## src/rtl/pwm_fault_guard_pkg.sv

```systemverilog
// Package: shared constants, types and helpers for the PWM fault override controller.
// Assumes: pin index 2p is the high side and 2p+1 the low side of pair p.
package pwm_fault_guard_pkg;

    localparam int NUM_FAULTS = 2;
    localparam int FLT_A      = 0;
    localparam int FLT_B      = 1;

    typedef enum logic {
        MODE_CYCLE = 1'b0,
        MODE_LATCH = 1'b1
    } flt_mode_e;

    // Index of the high-side pin for a given pair.
    function automatic int hi_idx(input int pair);
        return 2 * pair;
    endfunction

    // Index of the low-side pin for a given pair.
    function automatic int lo_idx(input int pair);
        return 2 * pair + 1;
    endfunction

endpackage

```

## src/rtl/flt_input_ctl.sv

```systemverilog
// Module: one fault input channel. Synchronizes the active-low pin, keeps the
// interrupt flag and the override hold state, and releases the hold only on a
// boundary strobe under the rules of the selected mode.
// Assumes: flt_n is asynchronous; clr and bnd are single-cycle synchronous strobes.
module flt_input_ctl
    import pwm_fault_guard_pkg::*;
#(
    parameter int SYNC_STAGES = 2
) (
    input  logic      clk,
    input  logic      rst_n,
    input  logic      flt_n,
    input  logic      bnd,
    input  logic      clr,
    input  flt_mode_e mode,
    output logic      hold,
    output logic      flag
);

    localparam int LAST = SYNC_STAGES - 1;

    logic [LAST:0] sync_q;
    logic          smp;
    logic          smp_d;

    assign smp = sync_q[LAST];

    // Shift the raw pin through the synchronizer chain; the idle level is high.
    always_ff @(posedge clk) begin
        if (!rst_n) begin
            sync_q <= '1;
            smp_d  <= 1'b1;
        end else begin
            sync_q <= {sync_q[LAST-1:0], flt_n};
            smp_d  <= smp;
        end
    end

    // Set the flag on the first low synchronized sample; a set beats a clear.
    always_ff @(posedge clk) begin
        if (!rst_n)
            flag <= 1'b0;
        else if (smp_d && !smp)
            flag <= 1'b1;
        else if (clr)
            flag <= 1'b0;
    end

    // Enter the override at once on a low sample; leave it only at a boundary.
    always_ff @(posedge clk) begin
        if (!rst_n)
            hold <= 1'b0;
        else if (!smp)
            hold <= 1'b1;
        else if (bnd && (mode == MODE_CYCLE || !flag))
            hold <= 1'b0;
    end

    assert_flag_on_fall_R9: assert property (@(posedge clk) disable iff (!rst_n)
        (smp_d && !smp) |=> flag);

    assert_hold_needs_boundary_R7: assert property (@(posedge clk) disable iff (!rst_n)
        (hold && !bnd) |=> hold);

    assert_latched_waits_flag_R8: assert property (@(posedge clk) disable iff (!rst_n)
        (hold && flag && mode == MODE_LATCH) |=> hold);

    assert_low_forces_hold_R1: assert property (@(posedge clk) disable iff (!rst_n)
        (!smp) |=> hold);

endmodule

```

## src/rtl/pair_override.sv

```systemverilog
// Module: output selection for one complementary pair. Picks fault A, then
// fault B, then raw PWM. Applies the complementary high-side-wins rule and
// the per-side polarity.
// Assumes: hold inputs are registered; outputs are combinational pin levels.
module pair_override (
    input  logic       clk,
    input  logic       rst_n,
    input  logic       hold_a,
    input  logic       hold_b,
    input  logic       en_a,
    input  logic       en_b,
    input  logic [1:0] st_a,
    input  logic [1:0] st_b,
    input  logic       compl,
    input  logic       pwm_h,
    input  logic       pwm_l,
    input  logic       act_low_h,
    input  logic       act_low_l,
    output logic       lvl_h,
    output logic       lvl_l
);

    logic       own_a;
    logic       own_b;
    logic       forced;
    logic [1:0] st_sel;
    logic       log_h;
    logic       log_l;

    // Decide which fault owns the pair; fault A is checked first.
    always_comb begin
        own_a  = hold_a && en_a;
        own_b  = hold_b && en_b;
        forced = own_a || own_b;
        st_sel = own_a ? st_a : st_b;
    end

    // Logical active states, with the high side winning in complementary mode.
    always_comb begin
        if (forced) begin
            log_h = st_sel[0];
            log_l = st_sel[1] && !(compl && st_sel[0]);
        end else begin
            log_h = pwm_h;
            log_l = pwm_l;
        end
    end

    // Map the logical state to pin levels through the polarity controls.
    always_comb begin
        lvl_h = log_h ^ act_low_h;
        lvl_l = log_l ^ act_low_l;
    end

    assert_compl_exclusive_R5: assert property (@(posedge clk) disable iff (!rst_n)
        (forced && compl) |-> !(log_h && log_l));

endmodule

```

## src/rtl/pwm_fault_guard.sv

```systemverilog
// Module: top of the PWM fault override controller. Builds two fault
// channels and one selector per pair, then registers the pin levels and
// output enables under the reset-time pin policy.
// Assumes: synchronous active-low reset; pwm_boundary is a one-cycle strobe.
module pwm_fault_guard
    import pwm_fault_guard_pkg::*;
#(
    parameter int NPAIR = 4,
    parameter int NPIN  = 2 * NPAIR
) (
    input  logic             clk,
    input  logic             rst_n,
    input  logic [NPAIR-1:0] pwm_hi,
    input  logic [NPAIR-1:0] pwm_lo,
    input  logic             pwm_boundary,
    input  logic             flt_a_n,
    input  logic             flt_b_n,
    input  logic [NPAIR-1:0] cfg_a_pair_en,
    input  logic [NPAIR-1:0] cfg_b_pair_en,
    input  logic [NPIN-1:0]  cfg_a_state,
    input  logic [NPIN-1:0]  cfg_b_state,
    input  logic             cfg_a_latch,
    input  logic             cfg_b_latch,
    input  logic [NPAIR-1:0] cfg_pair_compl,
    input  logic             cfg_hi_act_low,
    input  logic             cfg_lo_act_low,
    input  logic [NPIN-1:0]  cfg_pin_en,
    input  logic             cfg_reset_tristate,
    input  logic             sw_clr_a,
    input  logic             sw_clr_b,
    output logic [NPIN-1:0]  pin_out,
    output logic [NPIN-1:0]  pin_oe,
    output logic             flt_a_flag,
    output logic             flt_b_flag
);

    logic [NUM_FAULTS-1:0] flt_n_v;
    logic [NUM_FAULTS-1:0] clr_v;
    logic [NUM_FAULTS-1:0] latch_v;
    logic [NUM_FAULTS-1:0] hold_v;
    logic [NUM_FAULTS-1:0] flag_v;
    logic [NPIN-1:0]       lvl;
    logic [NPIN-1:0]       idle_lvl;

    assign flt_n_v = {flt_b_n, flt_a_n};
    assign clr_v   = {sw_clr_b, sw_clr_a};
    assign latch_v = {cfg_b_latch, cfg_a_latch};

    // One control channel per fault input.
    for (genvar f = 0; f < NUM_FAULTS; f++) begin : g_flt
        flt_input_ctl #(.SYNC_STAGES(2)) u_ctl (
            .clk   (clk),
            .rst_n (rst_n),
            .flt_n (flt_n_v[f]),
            .bnd   (pwm_boundary),
            .clr   (clr_v[f]),
            .mode  (flt_mode_e'(latch_v[f])),
            .hold  (hold_v[f]),
            .flag  (flag_v[f])
        );
    end

    // One selector per pair, plus the inactive level used during reset.
    for (genvar p = 0; p < NPAIR; p++) begin : g_pair
        pair_override u_sel (
            .clk       (clk),
            .rst_n     (rst_n),
            .hold_a    (hold_v[FLT_A]),
            .hold_b    (hold_v[FLT_B]),
            .en_a      (cfg_a_pair_en[p]),
            .en_b      (cfg_b_pair_en[p]),
            .st_a      (cfg_a_state[2*p+1 -: 2]),
            .st_b      (cfg_b_state[2*p+1 -: 2]),
            .compl     (cfg_pair_compl[p]),
            .pwm_h     (pwm_hi[p]),
            .pwm_l     (pwm_lo[p]),
            .act_low_h (cfg_hi_act_low),
            .act_low_l (cfg_lo_act_low),
            .lvl_h     (lvl[hi_idx(p)]),
            .lvl_l     (lvl[lo_idx(p)])
        );
        assign idle_lvl[hi_idx(p)] = cfg_hi_act_low;
        assign idle_lvl[lo_idx(p)] = cfg_lo_act_low;
    end

    // Register pin levels and enables; reset applies the pin policy.
    always_ff @(posedge clk) begin
        if (!rst_n) begin
            pin_out <= idle_lvl;
            pin_oe  <= {NPIN{!cfg_reset_tristate}};
        end else begin
            pin_out <= lvl;
            pin_oe  <= cfg_pin_en;
        end
    end

    assign flt_a_flag = flag_v[FLT_A];
    assign flt_b_flag = flag_v[FLT_B];

    assert_oe_within_enable_R10: assert property (@(posedge clk) disable iff (!rst_n)
        $past(rst_n) |-> ((pin_oe & ~$past(cfg_pin_en)) == '0));

endmodule

```

## config.mk

```make
export PLATFORM = sky130hd
export DESIGN_NAME = pwm_fault_guard
export DESIGN_NICKNAME = d
export VERILOG_FILES = /design/src/rtl/pwm_fault_guard_pkg.sv /design/src/rtl/flt_input_ctl.sv /design/src/rtl/pair_override.sv /design/src/rtl/pwm_fault_guard.sv
export SDC_FILE = /design/constraint.sdc
export NUM_CORES = 1
export LEC_CHECK = 0
export BUFFER_PORTS_ARGS = -buffer_cell sky130_fd_sc_hd__buf_2
export CAP_MARGIN = 40
export CORE_MARGIN = 2
export CORE_UTILIZATION = 35
export CTS_BUF_LIST = sky130_fd_sc_hd__clkbuf_8
export CTS_CLUSTER_SIZE = 20
export DETAILED_ROUTE_END_ITERATION = 8
export GPL_TIMING_DRIVEN = 0
export PLACE_DENSITY = 0.68
export SKIP_CTS_REPAIR_TIMING = 1
export SYNTH_ARGS = -nofsm -noshare
export SYNTH_HDL_FRONTEND = slang
export SYNTH_SLANG_ARGS = --single-unit
```

## constraint.sdc

```tcl
create_clock -name clk -period 2.32 [get_ports clk]
set_clock_uncertainty 0.05 [all_clocks]
set_input_delay 0.58 -clock clk [delete_from_list [all_inputs] [get_ports clk]]
set_output_delay 0.58 -clock clk [all_outputs]
set_load 0.01 [all_outputs]
```

# After elaboration in Yosys (flattened, before gate mapping)
# Cells that the tools add are included.
# W data, S select, Z words.
[word_totals] register_bits=26 latch_bits=0 mem_bits_rw=0 rom_bits=0 input_bits=56 elab_cells=81 n_memories=0
[op_classes] addsub=0 mul=0 div=0 magnitude_cmp=0 eq_ne=2 shifts=0 n_mux=22 n_bitwise=10 n_reduce_logical=37
[ops] cell="$logic_and A1 B1 Y1" count=20
[ops] cell="$mux W1" count=16
[ops] cell="$mux W8" count=2
[ops] cell="$logic_not A1 Y1" count=9
[ops] cell="$mux W2" count=4
[ops] cell="$xor A1 B1 Y1" count=8
[ops] cell="$logic_or A1 B1 Y1" count=6
[ops] cell="$ne A2 B2 Y1 const B" count=2
[ops] cell="$reduce_bool A2 Y1" count=2
[ops] cell="$not A1 Y1" count=2

# Logic depth before layout (Yosys ltp)
[depth] ltp_word=8 depth_mapped=5 ltp_nobuf=4

# Hierarchy
# From an unflattened synthesis, not the netlist that was laid out.
[unflattened] hier_cells=140 hier_area_um2=1273.7
[modules_own_cells] module="pwm_fault_guard" instances=1 cells_per_inst=54 area_each_um2=535.5 seq_area_each_um2=320.3
[modules_own_cells] module="pair_override" instances=4 cells_per_inst=14 area_each_um2=105.1 seq_area_each_um2=0.0
[modules_own_cells] module="flt_input_ctl" instances=2 cells_per_inst=15 area_each_um2=158.9 seq_area_each_um2=100.1

# Least setup slack after synthesis
# Ideal clock, no wire load.
[synth_timing] kind="input -> register" from="in cfg_lo_act_low" to="reg pin_out[7]" setup_ps=122 arrival_ps=1339 slack_ps=809 stages=5 path_cell_list="clkbuf_1 -> nor2b_1 -> a41o_2 -> a31oi_1 -> nand3b_1"
[synth_via] elab_chain_len=2
[synth_lines] element="start: declaration" line="pwm_fault_guard.sv:26" text="input logic cfg_lo_act_low,"
[synth_lines] element="$xor A1 B1 Y1" line="pair_override.sv:52" text="lvl_l = log_l ^ act_low_l;"
[synth_lines] element="$mux W8 (*)" line="pwm_fault_guard.sv:88" text="if (!rst_n) begin"
[synth_lines] element="end signal: assignment" line="pwm_fault_guard.sv:89" text="pin_out <= idle_lvl;"
[synth_lines] element="end signal: assignment" line="pwm_fault_guard.sv:92" text="pin_out <= lvl;"
[synth_lines] element="end: declaration" line="pwm_fault_guard.sv:31" text="output logic [NPIN-1:0] pin_out,"
# Every way passes the cells marked *; elsewhere a longest branch is shown, timed or not.
# A chain may end at the register's enable or synchronous reset.

# Worst setup path in the final report
[layout_timing] from="reg g_flt[1].u_ctl.hold" to="reg pin_out[5]"
[layout_via] elab_chain_len=5
[layout_lines] element="start: declaration" line="flt_input_ctl.sv:16" text="output logic hold,"
[layout_lines] element="start signal: assignment" line="flt_input_ctl.sv:52" text="hold <= 1'b0;"
[layout_lines] element="start signal: assignment" line="flt_input_ctl.sv:54" text="hold <= 1'b1;"
[layout_lines] element="start signal: assignment" line="flt_input_ctl.sv:56" text="hold <= 1'b0;"
[layout_lines] element="$logic_and A1 B1 Y1" line="pair_override.sv:33" text="own_b = hold_b && en_b;"
[layout_lines] element="$logic_or A1 B1 Y1" line="pair_override.sv:34" text="forced = own_a || own_b;"
[layout_lines] element="$mux W1" line="pair_override.sv:40" text="if (forced) begin"
[layout_lines] element="$xor A1 B1 Y1" line="pair_override.sv:52"
[layout_lines] element="$mux W8" line="pwm_fault_guard.sv:88"
# Every way passes these cells.

==> flow_summary.toml <==
[final_layout]
n_fill_cell = 331
synthToLayoutAreaGrowth_pct = 41.89
fin_util_pct = 50.97
nets = 267
drive_gt1_share_pct = 42.38
n_antenna_cell = 0
multiInputGateArea_um2 = 595.6
seqCellArea_um2 = 520.5

[sta]
hold_viol = 0
slew_violations = 0
relSlewSlack_pct = 70.57
grt_setup_unrepaired = "no"
finalSetupViolCount = 0
worst_pin_slew_ns = 0.4415
setup_tns_ns = 0
final.period_utilization_pct = 67.30
max_freq_mhz = 640.5
fin_crit_ns = 1.561

[routing]
route.detailed.drc = 0
ant_nets = 0
vias_per_cell = 4.684
drtPass1Iterations = 4
post_drt_wl_per_cell_um = 11.54
vias = 1199
drtIter0Drc = 36
wirelength_um = 2953

[global_routing]
grt_pass1_vias = 952
grt_use_total_pct = 14.98
global_route.usage.met3_pct = 3.313
antenna_found_initial = 0
grt_use_met1_pct = 18.88
grt_pass1_wl_um = 4174
grt_max_degree = 16
grt-ovfl-total = 0
grt_busiest_layer = "met2"
use_met2_pct = 24.55

[die]
io_pins = 74
start_util_pct = 35.92
core_area_um2 = 3284
rows = 21
die_x_um = 62.06
fp.dieArea_um2 = 3851
die_h_um = 62.06

[hold_path]
hold_path_class = "flop to flop"

[pwr]
power_density_nw_per_um2 = 620.0
vdd_drop_max_v = 0.0003322
cellLeakagePower_uw = 0.0008415

[cts]
clk_pin_slew_ns = 0.09
cts_root_buffer = "clkbuf_8"
cts_buffer_depth = 2
cts_buffers = 3
clock_latency_ns = 0.27
cts_tree = "yes"
htree_levels = 1
cts.sinks = 26

[yosys]
yosysWarnings = 0
synth-seq-cells = 26
synth_area_per_cell_um2 = 8.871
syn_nets = 189
syn_inst = 133
yosysSeqAreaShare_pct = 44.11
synth.distinct_cells = 23
synth.cell_area_um2 = 1180

[worst_setup_path]
worstSetupEndpointType = "flop"
arrival_ns = 1.67
worst-setup-path-type = "flop to flop"
crit_path_max_fanout = 9
worstSetupStartpointType = "flop"
worstPathRequired_ns = 2.43

[placed_design]
dp_hpwl_um = 2346
port_buffers = 73
place.gp.congestion = 0.7147

[run_status]
status = "complete, no violations"

[flow_run]
timing.max_cap.violations = 0
[worst max-delay path: stages, from the launching register on]
cell and delay (ns):
dfxtp_1 0.31, clkbuf_1 0.35, nand2_1 0.19, a41o_2 0.30
a31oi_1 0.15, nand3b_1 0.09
[per-layer routing]
metal  up-vias  part of all wire [%]  wire length [µm]
li1        630                     -                 -
met1       524                    45              1329
met2        43                    47              1379
met3         2                   7.6               225
met4         0                  0.68                20
met5         -                     0                 0
[stage by stage]
stage / setup slack, ns / hold slack (ns) / total power (µW) / instance area (µm²) / instances
floorplan: 0.8090 / 0.3363 / 585.0 / 1180 / 133
detailed placement: 0.4944 / 0.3429 / 678.7 / 1603 / 252
finish: 0.7587 / 0.3635 / 1038 / 1674 / 256
global route: 0.6144 / 0.3883 / 1095 / 1674 / 256
global placement: 0.4545 / 0.3373 / 676.7 / 1603 / 252
CTS: 0.7515 / 0.3650 / 1052 / 1674 / 256
[cell type report]
class | instances | share of cell area (%)
buffer | 5 | 1.121
sequential | 26 | 31.09
tap | 46 | 3.438
timing repair buffer | 73 | 21.82
inverter | 12 | 2.691
clock inverter | 1 | 1.794
multi-input combinational | 90 | 35.58
clock buffer | 3 | 2.466
[where the power goes]
part | switching, µW | total (µW) | internal, µW | leakage [µW]
clock network | 141 | 371 | 231 | 0.0000357
logic | 87.2 | 177 | 89.3 | 0.000589
registers | 9.80 | 490 | 480 | 0.000217
total | 238 | 1040 | 800 | 0.000842
[state kept, by name (all words and copies together), names as in the netlist]
signal	flops
g_flt.u_ctl.flag	2
g_flt.u_ctl.hold	2
pin_oe	8
pin_out	8
g_flt.u_ctl.smp_d	2
g_flt.u_ctl.sync_q	4
[worst paths after layout]
kind	start	to	slack, ns	depth (start not counted)
min	g_flt[0].u_ctl.sync_q[0]$_SDFF_PN1_	g_flt[0].u_ctl.sync_q[1]$_SDFF_PN1_	0.36	1
max reg2reg	g_flt[1].u_ctl.hold$_SDFFE_PN0P_	pin_out[5]$_DFF_P_	0.76	5
max	g_flt[1].u_ctl.hold$_SDFFE_PN0P_	pin_out[5]$_DFF_P_	0.76	5
min reg2reg	g_flt[0].u_ctl.sync_q[0]$_SDFF_PN1_	g_flt[0].u_ctl.sync_q[1]$_SDFF_PN1_	0.36	1
[synth_stat cells]
master / n / share of area (%)
dfxtp_1: 26 / 44
nand2_1: 14 / 4.5
a21oi_1: 12 / 5.1
inv_1: 12 / 3.8
nand2b_1: 7 / 3.7
a211oi_1: 4 / 2.5
a31oi_1: 4 / 2.1
a41o_2: 4 / 3.8
a41oi_1: 4 / 3.0
and3_2: 4 / 2.5
clkbuf_1: 4 / 1.3
mux2_2: 4 / 3.8
mux2i_1: 4 / 3.4
nand3_1: 4 / 1.7
nand3b_1: 4 / 2.5
nand4_1: 4 / 2.1
o21ai_0: 4 / 1.7
xor2_1: 4 / 3.0
nor2b_1: 3 / 1.6
a21boi_0: 2 / 1.3
and2_1: 2 / 1.1
o22ai_1: 2 / 1.1
buf_1: 1 / 0.32
[layout by cell type (no fill, tap or decap), types with 7 or more instances in the layout]
cell	instances
nand2_1	14
buf_2	73
nand2b_1	7
inv_1	12
a21oi_1	12
dfxtp_1	26
[kinds of logic after synthesis]
kind of cell	after synthesis	share of synthesized area, %
DFF	26	44.11
xor gates and xnor gates	4	2.969
buffers and inverters	17	5.407
and+or+nand+nor	42	19.72
muxes	8	7.211
AOI/OAI and AO/OA	36	20.57
(Power assumes the default switching activity.)
